$ cat src/rtl/tlb_pkg.sv
package tlb_pkg;

   // Address split shared by all slots.
   localparam int SMALL_OFF = 12;  // 4 KB page offset width
   localparam int HUGE_OFF  = 21;  // 2 MB page offset width

   typedef enum logic {
      PG_4K = 1'b0,
      PG_2M = 1'b1
   } pg_size_e;

endpackage

$ cat src/rtl/tlb_slot.sv
module tlb_slot
   import tlb_pkg::*;
#(
   parameter int VPN_W  = 36,
   parameter int PPN_W  = 28,
   parameter int SPAN_W = 9
) (
   input  logic             clk,
   input  logic             rst_n,
   input  logic             flush_i,
   input  logic             wr_i,
   input  logic             clr_i,
   input  logic [VPN_W-1:0] fill_vpn_i,
   input  logic [PPN_W-1:0] fill_ppn_i,
   input  pg_size_e         fill_size_i,
   input  logic [VPN_W-1:0] lk_vpn_i,
   input  logic [VPN_W-1:0] inv_vpn_i,
   output logic             valid_o,
   output logic             lk_match_o,
   output logic             inv_cover_o,
   output logic             fill_ovl_o,
   output logic [PPN_W-1:0] ppn_o,
   output pg_size_e         size_o
);

   logic             valid_q;
   logic [VPN_W-1:0] vpn_q;
   logic [PPN_W-1:0] ppn_q;
   pg_size_e         size_q;

   // Compare either the full page number or only the 2 MB region bits.
   function automatic logic same_page(input logic [VPN_W-1:0] a,
                                      input logic [VPN_W-1:0] b,
                                      input logic             coarse);
      logic eq;
      if (coarse) eq = (a[VPN_W-1:SPAN_W] == b[VPN_W-1:SPAN_W]);
      else        eq = (a == b);
      return eq;
   endfunction

   always_comb begin
      lk_match_o  = valid_q && same_page(vpn_q, lk_vpn_i, size_q == PG_2M);
      inv_cover_o = valid_q && same_page(vpn_q, inv_vpn_i, size_q == PG_2M);
      fill_ovl_o  = valid_q && same_page(vpn_q, fill_vpn_i,
                                         (size_q == PG_2M) || (fill_size_i == PG_2M));
   end

   // Priority: flush, then write, then clear.
   always_ff @(posedge clk or negedge rst_n) begin
      if (!rst_n) begin
         valid_q <= 1'b0;
         vpn_q   <= '0;
         ppn_q   <= '0;
         size_q  <= PG_4K;
      end else if (flush_i) begin
         valid_q <= 1'b0;
      end else if (wr_i) begin
         valid_q <= 1'b1;
         vpn_q   <= fill_vpn_i;
         ppn_q   <= fill_ppn_i;
         size_q  <= fill_size_i;
      end else if (clr_i) begin
         valid_q <= 1'b0;
      end
   end

   assign valid_o = valid_q;
   assign ppn_o   = ppn_q;
   assign size_o  = size_q;

   p_clear_empties_r8 : assert property (@(posedge clk) disable iff (!rst_n)
      (clr_i && !wr_i) |=> !valid_q);

   p_flush_empties_r9 : assert property (@(posedge clk) disable iff (!rst_n)
      flush_i |=> !valid_q);

   p_write_fills_r5 : assert property (@(posedge clk) disable iff (!rst_n)
      (wr_i && !flush_i) |=> (valid_q && size_q == $past(fill_size_i)));

endmodule

$ cat src/rtl/tlb_alloc.sv
module tlb_alloc #(
   parameter int ENTRIES = 16,
   parameter int IDX_W   = $clog2(ENTRIES)
) (
   input  logic               clk,
   input  logic               rst_n,
   input  logic               flush_i,
   input  logic               fill_i,
   input  logic [ENTRIES-1:0] valid_i,
   input  logic [ENTRIES-1:0] ovl_i,
   output logic [ENTRIES-1:0] wr_oh_o,
   output logic [ENTRIES-1:0] clr_dup_o
);

   localparam logic [IDX_W-1:0] LAST = IDX_W'(ENTRIES - 1);

   logic [IDX_W-1:0] rr_q, rr_nxt;
   logic [IDX_W-1:0] first_ovl, first_free, pick;
   logic             any_ovl, any_free, go, advance;

   // Lowest index wins: scan from the top so the last assignment is lowest.
   always_comb begin
      first_ovl  = '0;
      first_free = '0;
      any_ovl    = 1'b0;
      any_free   = 1'b0;
      for (int i = ENTRIES - 1; i >= 0; i--) begin
         if (ovl_i[i]) begin
            first_ovl = IDX_W'(i);
            any_ovl   = 1'b1;
         end
         if (!valid_i[i]) begin
            first_free = IDX_W'(i);
            any_free   = 1'b1;
         end
      end
   end

   assign go      = fill_i && !flush_i;
   assign pick    = any_ovl ? first_ovl : (any_free ? first_free : rr_q);
   assign advance = go && !any_ovl && !any_free;

   always_comb begin
      for (int i = 0; i < ENTRIES; i++) begin
         wr_oh_o[i] = go && (pick == IDX_W'(i));
      end
      clr_dup_o = go ? (ovl_i & ~wr_oh_o) : '0;
   end

   // Pointer wrap: free for a power-of-two count, explicit compare otherwise.
   generate
      if ((1 << IDX_W) == ENTRIES) begin : g_wrap_pow2
         assign rr_nxt = rr_q + 1'b1;
      end else begin : g_wrap_cmp
         assign rr_nxt = (rr_q == LAST) ? '0 : rr_q + 1'b1;
      end
   endgenerate

   always_ff @(posedge clk or negedge rst_n) begin
      if (!rst_n)       rr_q <= '0;
      else if (flush_i) rr_q <= '0;
      else if (advance) rr_q <= rr_nxt;
   end

   p_one_target_r7 : assert property (@(posedge clk) disable iff (!rst_n)
      go |-> ($countones(wr_oh_o) == 1));

   p_free_first_r5 : assert property (@(posedge clk) disable iff (!rst_n)
      (go && !(&valid_i) && !(|ovl_i)) |-> ((wr_oh_o & valid_i) == '0));

   p_dup_only_ovl_r7 : assert property (@(posedge clk) disable iff (!rst_n)
      ((clr_dup_o & ~ovl_i) == '0) && ((clr_dup_o & wr_oh_o) == '0));

   p_rr_hold_r6 : assert property (@(posedge clk) disable iff (!rst_n)
      (!flush_i && !(go && (&valid_i) && !(|ovl_i))) |=> $stable(rr_q));

endmodule

$ cat src/rtl/tlb_mixed_page.sv
module tlb_mixed_page
   import tlb_pkg::*;
#(
   parameter int VA_W    = 48,
   parameter int PA_W    = 40,
   parameter int ENTRIES = 16
) (
   input  logic                      clk,
   input  logic                      rst_n,
   input  logic [VA_W-1:0]           lk_va_i,
   output logic                      lk_hit_o,
   output logic [PA_W-1:0]           lk_pa_o,
   output logic                      lk_huge_o,
   input  logic                      fill_en_i,
   input  logic [VA_W-SMALL_OFF-1:0] fill_vpn_i,
   input  logic [PA_W-SMALL_OFF-1:0] fill_ppn_i,
   input  logic                      fill_huge_i,
   input  logic                      inv_en_i,
   input  logic [VA_W-SMALL_OFF-1:0] inv_vpn_i,
   input  logic                      flush_all_i
);

   localparam int VPN_W  = VA_W - SMALL_OFF;
   localparam int PPN_W  = PA_W - SMALL_OFF;
   localparam int SPAN_W = HUGE_OFF - SMALL_OFF;
   localparam int IDX_W  = (ENTRIES > 1) ? $clog2(ENTRIES) : 1;

   generate
      if (ENTRIES < 2) begin : g_chk_entries
         $error("tlb_mixed_page: ENTRIES must be at least 2");
      end
      if (VA_W <= HUGE_OFF || PA_W <= HUGE_OFF) begin : g_chk_widths
         $error("tlb_mixed_page: address widths must exceed the huge offset");
      end
   endgenerate

   logic [VPN_W-1:0]   lk_vpn;
   pg_size_e           fill_size;
   logic [ENTRIES-1:0] valid_v, match_v, cover_v, ovl_v;
   logic [ENTRIES-1:0] wr_v, dup_v, kill_v, clr_v, hit_v;
   logic [PPN_W-1:0]   ppn_a  [ENTRIES];
   pg_size_e           size_a [ENTRIES];

   assign lk_vpn    = lk_va_i[VA_W-1:SMALL_OFF];
   assign fill_size = fill_huge_i ? PG_2M : PG_4K;

   tlb_alloc #(
      .ENTRIES (ENTRIES),
      .IDX_W   (IDX_W)
   ) u_alloc (
      .clk       (clk),
      .rst_n     (rst_n),
      .flush_i   (flush_all_i),
      .fill_i    (fill_en_i),
      .valid_i   (valid_v),
      .ovl_i     (ovl_v),
      .wr_oh_o   (wr_v),
      .clr_dup_o (dup_v)
   );

   generate
      for (genvar g = 0; g < ENTRIES; g++) begin : g_slot
         assign kill_v[g] = inv_en_i && cover_v[g];
         assign clr_v[g]  = kill_v[g] || dup_v[g];
         assign hit_v[g]  = match_v[g] && !kill_v[g] && !flush_all_i;

         tlb_slot #(
            .VPN_W  (VPN_W),
            .PPN_W  (PPN_W),
            .SPAN_W (SPAN_W)
         ) u_slot (
            .clk         (clk),
            .rst_n       (rst_n),
            .flush_i     (flush_all_i),
            .wr_i        (wr_v[g]),
            .clr_i       (clr_v[g]),
            .fill_vpn_i  (fill_vpn_i),
            .fill_ppn_i  (fill_ppn_i),
            .fill_size_i (fill_size),
            .lk_vpn_i    (lk_vpn),
            .inv_vpn_i   (inv_vpn_i),
            .valid_o     (valid_v[g]),
            .lk_match_o  (match_v[g]),
            .inv_cover_o (cover_v[g]),
            .fill_ovl_o  (ovl_v[g]),
            .ppn_o       (ppn_a[g]),
            .size_o      (size_a[g])
         );
      end
   endgenerate

   // One-hot select of the hitting slot.
   logic [PPN_W-1:0] sel_ppn;
   logic             sel_huge;

   always_comb begin
      sel_ppn  = '0;
      sel_huge = 1'b0;
      for (int i = 0; i < ENTRIES; i++) begin
         if (hit_v[i]) begin
            sel_ppn  = sel_ppn | ppn_a[i];
            sel_huge = sel_huge | (size_a[i] == PG_2M);
         end
      end
   end

   always_comb begin
      lk_hit_o  = |hit_v;
      lk_huge_o = lk_hit_o && sel_huge;
      if (!lk_hit_o)
         lk_pa_o = '0;
      else if (sel_huge)
         lk_pa_o = {sel_ppn[PPN_W-1:SPAN_W], lk_va_i[HUGE_OFF-1:0]};
      else
         lk_pa_o = {sel_ppn, lk_va_i[SMALL_OFF-1:0]};
   end

   p_single_hit_r7 : assert property (@(posedge clk) disable iff (!rst_n)
      $onehot0(hit_v));

   p_miss_zero_r4 : assert property (@(posedge clk) disable iff (!rst_n)
      !lk_hit_o |-> (lk_pa_o == '0 && !lk_huge_o));

   p_small_offset_r2 : assert property (@(posedge clk) disable iff (!rst_n)
      (lk_hit_o && !lk_huge_o) |-> (lk_pa_o[SMALL_OFF-1:0] == lk_va_i[SMALL_OFF-1:0]));

   p_huge_offset_r3 : assert property (@(posedge clk) disable iff (!rst_n)
      (lk_hit_o && lk_huge_o) |-> (lk_pa_o[HUGE_OFF-1:0] == lk_va_i[HUGE_OFF-1:0]));

   p_inv_same_cycle_r10 : assert property (@(posedge clk) disable iff (!rst_n)
      (inv_en_i && inv_vpn_i == lk_vpn) |-> !lk_hit_o);

   p_flush_same_cycle_r10 : assert property (@(posedge clk) disable iff (!rst_n)
      flush_all_i |-> !lk_hit_o);

endmodule

$ cat config.mk
export PLATFORM = sky130hd
export DESIGN_NAME = tlb_mixed_page
export DESIGN_NICKNAME = d
export VERILOG_FILES = /design/src/rtl/tlb_pkg.sv /design/src/rtl/tlb_slot.sv /design/src/rtl/tlb_alloc.sv /design/src/rtl/tlb_mixed_page.sv
export SDC_FILE = /design/constraint.sdc
export NUM_CORES = 2
export LEC_CHECK = 0
export CAP_MARGIN = 5
export CORE_AREA = 2 2 402 404
export DETAILED_ROUTE_END_ITERATION = 10
export DIE_AREA = 0 0 404 406
export GPL_TIMING_DRIVEN = 0
export HOLD_SLACK_MARGIN = 0.12
export PLACE_DENSITY = 0.59
export SYNTH_ARGS = -nofsm -noshare
export SYNTH_HDL_FRONTEND = slang
export SYNTH_SLANG_ARGS = --single-unit
export TNS_END_PERCENT = 50
$ cat constraint.sdc
create_clock -name clk -period 14.05 [get_ports clk]
set_input_delay 2.81 -clock clk [delete_from_list [all_inputs] [get_ports clk]]
set_output_delay 2.81 -clock clk [all_outputs]
set_load 0.1 [all_outputs]
Word level (Yosys, flattened, before mapping)

Index checks and enable logic that the tools add are counted.

Word-level logic and storage cells: 612
Bits of input ports: 154
Output and inout bits: 42
Bits in registers: 1060

Add/sub/neg operators: 1
Mux-type cells: 200
Bitwise operators: 33
Equality and inequality tests: 111
Reduce and logical (&&, ||, !) cells: 202

Operator list:

| cell                | count |
|---|---|
| $eq 36x36->1        | 48 |
| $eq 27x27->1        | 48 |
| $mux 28             | 16 |
| $or 28x28->28       | 15 |
| $mux 1              | 145 |
| $mux 4              | 36 |
| $logic_and 1x1->1   | 116 |
| $reduce_bool 3->1   | 16 |
| $mux 40             | 1 |
| $eq 4x4->1 const B  | 8 |
| $logic_or 1x1->1    | 32 |
| $reduce_and 2->1    | 16 |
| $mux 21             | 1 |
| $logic_not 1->1     | 19 |
| $and 16x16->16      | 1 |
| $eq 4x3->1 const B  | 4 |
| $mux 16             | 1 |
| $not 16->16         | 1 |
| $reduce_or 16->1    | 1 |
| $or 1x1->1          | 15 |
| $eq 4x2->1 const B  | 2 |
| $add 4x1->4 const B | 1 |
| $eq 4x1->1 const B  | 1 |
| $logic_not 4->1     | 1 |
| 2 further kinds     | 2 |

Depth between registers and ports, before layout

Word-level depth: 40
Mapped depth: 15
Depth with buffers taken out: 10

Cells and area by module

A second synthesis with hierarchy kept.

Cells, all modules: 5377
Area, all modules: 62626.3 µm²

Modules (own cells, without submodules):

| module         | cells each | area an instance (µm²) | times used | seq. area each (µm²) |
|---|---|---|---|---|
| tlb_slot       | 289        | 3627.2                 | 16         | 1651.6 |
| tlb_mixed_page | 617        | 3639.7                 | 1          | 0.0 |
| tlb_alloc      | 136        | 950.9                  | 1          | 100.1 |

Worst setup path after synthesis

OpenSTA, ideal clock, no wires.

Path kind: input to output
From: in lk_va_i[41]
To: out lk_pa_o[10]
Slack: 4.644 ns
Required time: 11.240 ns
Arrival: 6.596 ns
Stages: 11
Buffers on the path: 3
Path through: clkbuf_1 > clkbuf_1 > xor2_1 > nor4_1 > nand4_1 > nor4b_1 > nor3_1 > nand4_1 > or4_1 > clkbuf_1 > and2_1

Longest elaborated chain between the ends: 7
Elaborated cells between the ends (all ways): 98
Those cells by class: eq/ne (32); mux (17); reduce/logical (49)

RTL lines:

| what                                         | RTL line                       | text |
|---|---|---|
| from (decl)                                  | tlb_mixed_page.sv:10           | `input logic [VA_W-1:0] lk_va_i,` |
| $eq 36x36->1 or $eq 27x27->1 (tied branches) | tlb_slot.sv:37, tlb_slot.sv:36 |  |
| $mux 1                                       | tlb_slot.sv:36                 | `if (coarse) eq = (a[VPN_W-1:SPAN_W] == b[VPN_W-1:SPAN_W]);` |
| $logic_and 1x1->1                            | tlb_slot.sv:42                 | `lk_match_o = valid_q && same_page(vpn_q, lk_vpn_i, size_q == PG_2M);` |
| $logic_and 1x1->1 (2 in a row)               | tlb_mixed_page.sv:65           | `assign hit_v[g] = match_v[g] && !kill_v[g] && !flush_all_i;` |
| $reduce_or 16->1 *                           | tlb_mixed_page.sv:108          | `lk_hit_o = \|hit_v;` |
| via lk_hit_o                                 | tlb_mixed_page.sv:11           | `output logic lk_hit_o,` |
| $mux 40 *                                    | tlb_mixed_page.sv:110          | `if (!lk_hit_o)` |
| to (decl)                                    | tlb_mixed_page.sv:12           | `output logic [PA_W-1:0] lk_pa_o,` |

Mark *: on every way through the listed nets, which the timed path passes. The rest lies on a longest branch.

Worst setup path after layout

From: in inv_vpn_i[5]
To: out lk_pa_o[16]

Longest elaborated chain between the ends: 40
Elaborated cells between the ends (all ways): 177
Those cells by class: eq/ne (16); mux (50); bitwise (30); reduce/logical (81)

RTL lines:

| what                                        | RTL line                                     | text |
|---|---|---|
| from (decl)                                 | tlb_mixed_page.sv:19                         | `input logic [VA_W-SMALL_OFF-1:0] inv_vpn_i,` |
| $eq 36x36->1                                | tlb_slot.sv:37                               | `else eq = (a == b);` |
| $mux 1                                      | tlb_slot.sv:36                               |  |
| $logic_and 1x1->1                           | tlb_slot.sv:43                               | `inv_cover_o = valid_q && same_page(vpn_q, inv_vpn_i, size_q == PG_2M);` |
| $logic_and 1x1->1                           | tlb_mixed_page.sv:63                         | `assign kill_v[g] = inv_en_i && cover_v[g];` |
| $logic_not 1->1                             | tlb_mixed_page.sv:65                         |  |
| $logic_and 1x1->1 (2 in a row)              | tlb_mixed_page.sv:65                         |  |
| $mux 28 or $mux 1 (tied branches)           | tlb_mixed_page.sv:100                        | `if (hit_v[i]) begin` |
| $or 28x28->28 or $or 1x1->1 (tied branches) | tlb_mixed_page.sv:101, tlb_mixed_page.sv:102 |  |
| [23 not listed]                             | n/a                                          |  |
| $or 28x28->28 or $or 1x1->1 (tied branches) | tlb_mixed_page.sv:101, tlb_mixed_page.sv:102 |  |
| $mux 28 or $mux 1 (tied branches)           | tlb_mixed_page.sv:100                        |  |
| $or 28x28->28 or $or 1x1->1 (tied branches) | tlb_mixed_page.sv:101, tlb_mixed_page.sv:102 |  |
| $mux 28 or $mux 1 (tied branches)           | tlb_mixed_page.sv:100                        |  |
| $or 28x28->28 or $or 1x1->1 (tied branches) | tlb_mixed_page.sv:101, tlb_mixed_page.sv:102 |  |
| $mux 28 or $mux 1 (tied branches)           | tlb_mixed_page.sv:100                        |  |
| $mux 21                                     | tlb_mixed_page.sv:112                        | `else if (sel_huge)` |
| $mux 40 *                                   | tlb_mixed_page.sv:110                        |  |

Every way passes the cells marked *; elsewhere a longest branch is shown, timed or not.

==> parameters.txt <==
Parameter                              Value

Place
  Area of placed instances ... 67,590 sq um
  Placed cells ... 7,604
  Count of buffers from port buffering ... 85
  Global placement routability congestion ... 1.060
  HPWL Detailed ... roughly 220 mm

Timing
  Count of final setup violators ... 0
  Shortest clock period the worst path allows after layout ... between 10 and 15 ns
  Portion of the clock cycle consumed by the worst path in the final layout ... 97.56%
  Unrepaired setup endpoints after global routing ... false
  Total negative setup slack ... 0 ns
  Final Hold Viols ... 0
  Number of slew-limit violations in the final report ... 79
  Relative slew slack ... -6.023%
  Final worst clock skew ... 0.07533 ns
  Pin slew with the least headroom to its limit ... roughly 1.6 ns
  Achievable Freq ... 72.95 MHz

Detailed routing
  Post-route DRC violation count ... 0
  Vias after detailed routing ... slightly above 50,000
  Iter 0 DRT Violations ... 7,756
  Drt total wl ... around 330 mm
  Final antenna-violating net count ... 0
  Per-cell routed wire length ... 41.64 um
  Router iterations before antenna repair ... 6
  Via count normalized by instance count ... 6.536

Floorplan
  Starting utilization of the core area ... 39.88%
  Floorplan die height ... 406 um
  Die area ... 164,000 sq um
  Row Count ... 147
  Horiz. Die Dim ... 404 um
  Core box area ... roughly 160,000 sq um
  Io pins ... 196

Final layout
  Post-Layout Cell Count ... 7,844
  Fraction of layout cells with a size suffix above 1 ... roughly a quarter
  Relative area change from synthesis to final layout ... 12.73%
  Final net count ... 5,799
  Finished layout cell area ... 71,770 sq um
  Core utilization of the finished layout ... 44.96%
  Sequential cell area ... 26,530 sq um
  Multi-input combinational cell area ... 34,640 sq um
  Fillcell total ... 15,070

Power
  Total power density per cell area ... around 110 nW/um^2
  Cell leakage power ... 32.57 nW
  Maximum ir drop on the vdd rail ... 0.1089 mV

Clocking
  Clock H-tree levels ... 3
  Number of buffers inserted during clock tree synthesis ... approximately 120
  Post-CTS Setup Repair Bufs ... 0
  Post-CTS sizing ... 0
  Number of sinks handled by clock tree synthesis ... 1,060
  Reg clk slew, reported paths ... 0.06 ns
  Clock root buffer ... clkbuf_16
  Clock tree from TritonCTS ... yes
  Insertion delay of the later-clocked pin in the worst-skew pair ... 0.81 ns
  Cts-stage hold buffer count ... 0
  Maximum number of buffers from clock root to sink ... 3

Critical path
  CP Data Arrival Time ... about 11 ns
  Biggest cell delay along the critical path ... 1.14 ns
  Crit path capture type ... output port
  Worst-path cell chain ... clkbuf_1, buf_2, xor2_1, nor3_1, a41oi_1, nor3_2, nor3_1, nor4b_1, clkbuf_1, clkbuf_1, a221oi_1, nand4_1, mux2_2, clkdlybuf4s50_1
  Worst-path fanout max ... 10
  Critical Setup Path Class ... in -> out
  Startpoint types ... primary input
  Top cell by count, worst path ... clkbuf_1
  Required time of the critical path ... 11.24 ns
  Cell with the largest stage delay on the worst path ... a41oi_1

Logic synthesis
  Prevailing post-synth register cell ... dfrtp_1
  Leading cell types by total area after synthesis ... dfrtp_1, mux2_2, xor2_1
  Most frequent cell after synthesis ... dfrtp_1
  Synthesized netlist net count ... 5,566
  Ys Warns ... 0
  Post-synthesis sequential element count ... 1,060
  Count of flip-flops with a built-in enable after synthesis ... 0
  Syn_area_per_cell ... about 12 sq um
  Synth unique cells ... 62
  Synth top area share ... 41.66%
  Seq/Total Area, Yosys ... a little over two fifths
  Post-synthesis async set-or-reset flop share ... between 90% and 100%
  Most area-hungry cell type in the Yosys netlist ... dfrtp_1
  Synth top cells by count ... dfrtp_1, xor2_1, mux2_2
  Post-synthesis cell count ... 5,411
  Area of the mapped netlist ... around 64,000 sq um

Global routing
  Number of global-route vias before repair ... ~50,000
  Final global-route overflow total ... 0
  Routing usage on met2 ... 54.17%
  Maximum number of pins on one net before global-route repair ... 161
  Fraction of met3 tracks used by global routing ... 15.96%
  Number of antenna violations at the first check in global routing ... 27
  Most Used Layer, Global Route ... met2
  First-pass GRT wire length ... 435.5 mm
  Global routing met1 resource utilization ... approximately 50%
  Tot GR Track Use ... a little under 40%

Run
  Max Cap Violations ... 8

Run status
  Violations in the final reports ... capacitance limit, slew limit
  Result of the run ... complete, but fails checks

Hold path
  Class of the most critical hold timing path ... reg -> reg
==> layout by cell type, fill, tap and decap left out, types with 23 or more instances in the layout <==
| cell | count |
|---|---|
| mux2_2 | 846 |
| clkdlybuf4s50_1 | 84 |
| a22o_1 | 33 |
| xor2_1 | 987 |
| and3_1 | 35 |
| a22oi_1 | 77 |
| dfrtp_1 | 1060 |
| clkbuf_8 | 28 |
| clkbuf_16 | 121 |
| buf_4 | 30 |
| buf_2 | 194 |
| mux2_4 | 117 |
| a221oi_1 | 34 |
| nand3_1 | 71 |
| nor2_1 | 23 |
| clkbuf_2 | 25 |
| xnor2_1 | 743 |
| buf_6 | 54 |
| nor3_1 | 53 |
| nand4_1 | 226 |
| nor4_1 | 261 |
| mux2_1 | 85 |
| nand2_1 | 43 |
| clkbuf_1 | 212 |
| a222oi_1 | 56 |
==> metal layers <==
metal  routed length [um]  vias up
met2               130500     3874
met5                   49        -
li1                     -    19580
met1               125400    26690
met3                43180     1117
met4                27550        8
==> worst max-delay path, delay by kind of cell <==
kind	cells	cell delay, ns
compound gates	2	1.38
simple gates	5	1.98
xor+xnor	1	0.20
mux	1	0.27
buf+inv	5	4.22
==> kinds of logic after synthesis <==
| family | Yosys count | synth area share, % |
|---|---|---|
| compound gates | 307 | 4.019 |
| xor+xnor | 1730 | 23.80 |
| fa+ha+maj | 1 | 0.01965 |
| buf+inv | 495 | 4.048 |
| flops | 1060 | 41.66 |
| mux | 1049 | 19.24 |
| simple gates | 769 | 7.207 |
==> sequential cells by signal, summed over array words and instances, names as in the netlist <==
register and flops:
g_slot.u_slot.valid_o 16, u_alloc.rr_q 4, g_slot.u_slot.size_o 16, g_slot.u_slot.vpn_q 576, g_slot.u_slot.ppn_o 448
==> final timing paths <==
check                      slack [ns]                                      to                              startpoint  cells after the start
setup / recovery                 0.34                             lk_pa_o[16]                            inv_vpn_i[5]                     14
hold / removal                   0.49   g_slot[4].u_slot.ppn_o[0]$_DFFE_PN0P_   g_slot[4].u_slot.ppn_o[0]$_DFFE_PN0P_                      1
setup reg to reg                 8.22  g_slot[7].u_slot.ppn_o[23]$_DFFE_PN0P_  g_slot[9].u_slot.vpn_q[33]$_DFFE_PN0P_                     12
hold reg to reg                  0.49   g_slot[4].u_slot.ppn_o[0]$_DFFE_PN0P_   g_slot[4].u_slot.ppn_o[0]$_DFFE_PN0P_                      1
max in group asynchronous        9.38   g_slot[8].u_slot.ppn_o[9]$_DFFE_PN0P_                                   rst_n                      4
min in group asynchronous        2.05  g_slot[3].u_slot.vpn_q[16]$_DFFE_PN0P_                                   rst_n                      1
==> final cells by class <==
class                           instances  share of cell area (%)
Sequential cell                      1060                   36.96
Clock buffer                          177                   4.902
Buffer                                486                   3.609
Inverter                                9                 0.04707
Timing Repair Buffer                  110                   1.750
Clock inverter                         46                  0.7897
Tap cell                             2086                   3.637
Multi-Input combinational cell       3856                   48.26
Antenna cell                           14                 0.04881
==> report_power, final <==
part           internal [mW]  leakage, nW  total, mW  switching (mW)
clock                   1.88         1.99       3.33            1.44
sequential              3.26         14.4       3.54           0.280
combinational          0.536         16.1       1.35           0.810
==> metrics by stage <==
step,hold WS (ns),setup WS (ns),power [mW]
6_report,0.4888,0.3424,8.208
5_1_grt,0.5029,0.5883,8.393
4_1_cts,0.4898,0.5749,8.137
3_5_place_dp,0.4761,0.5867,4.855
3_3_place_gp,0.4686,-39.62,4.843
2_1_floorplan,0.4570,4.644,4.297
Note: power is estimated with default switching activity, not from simulation.
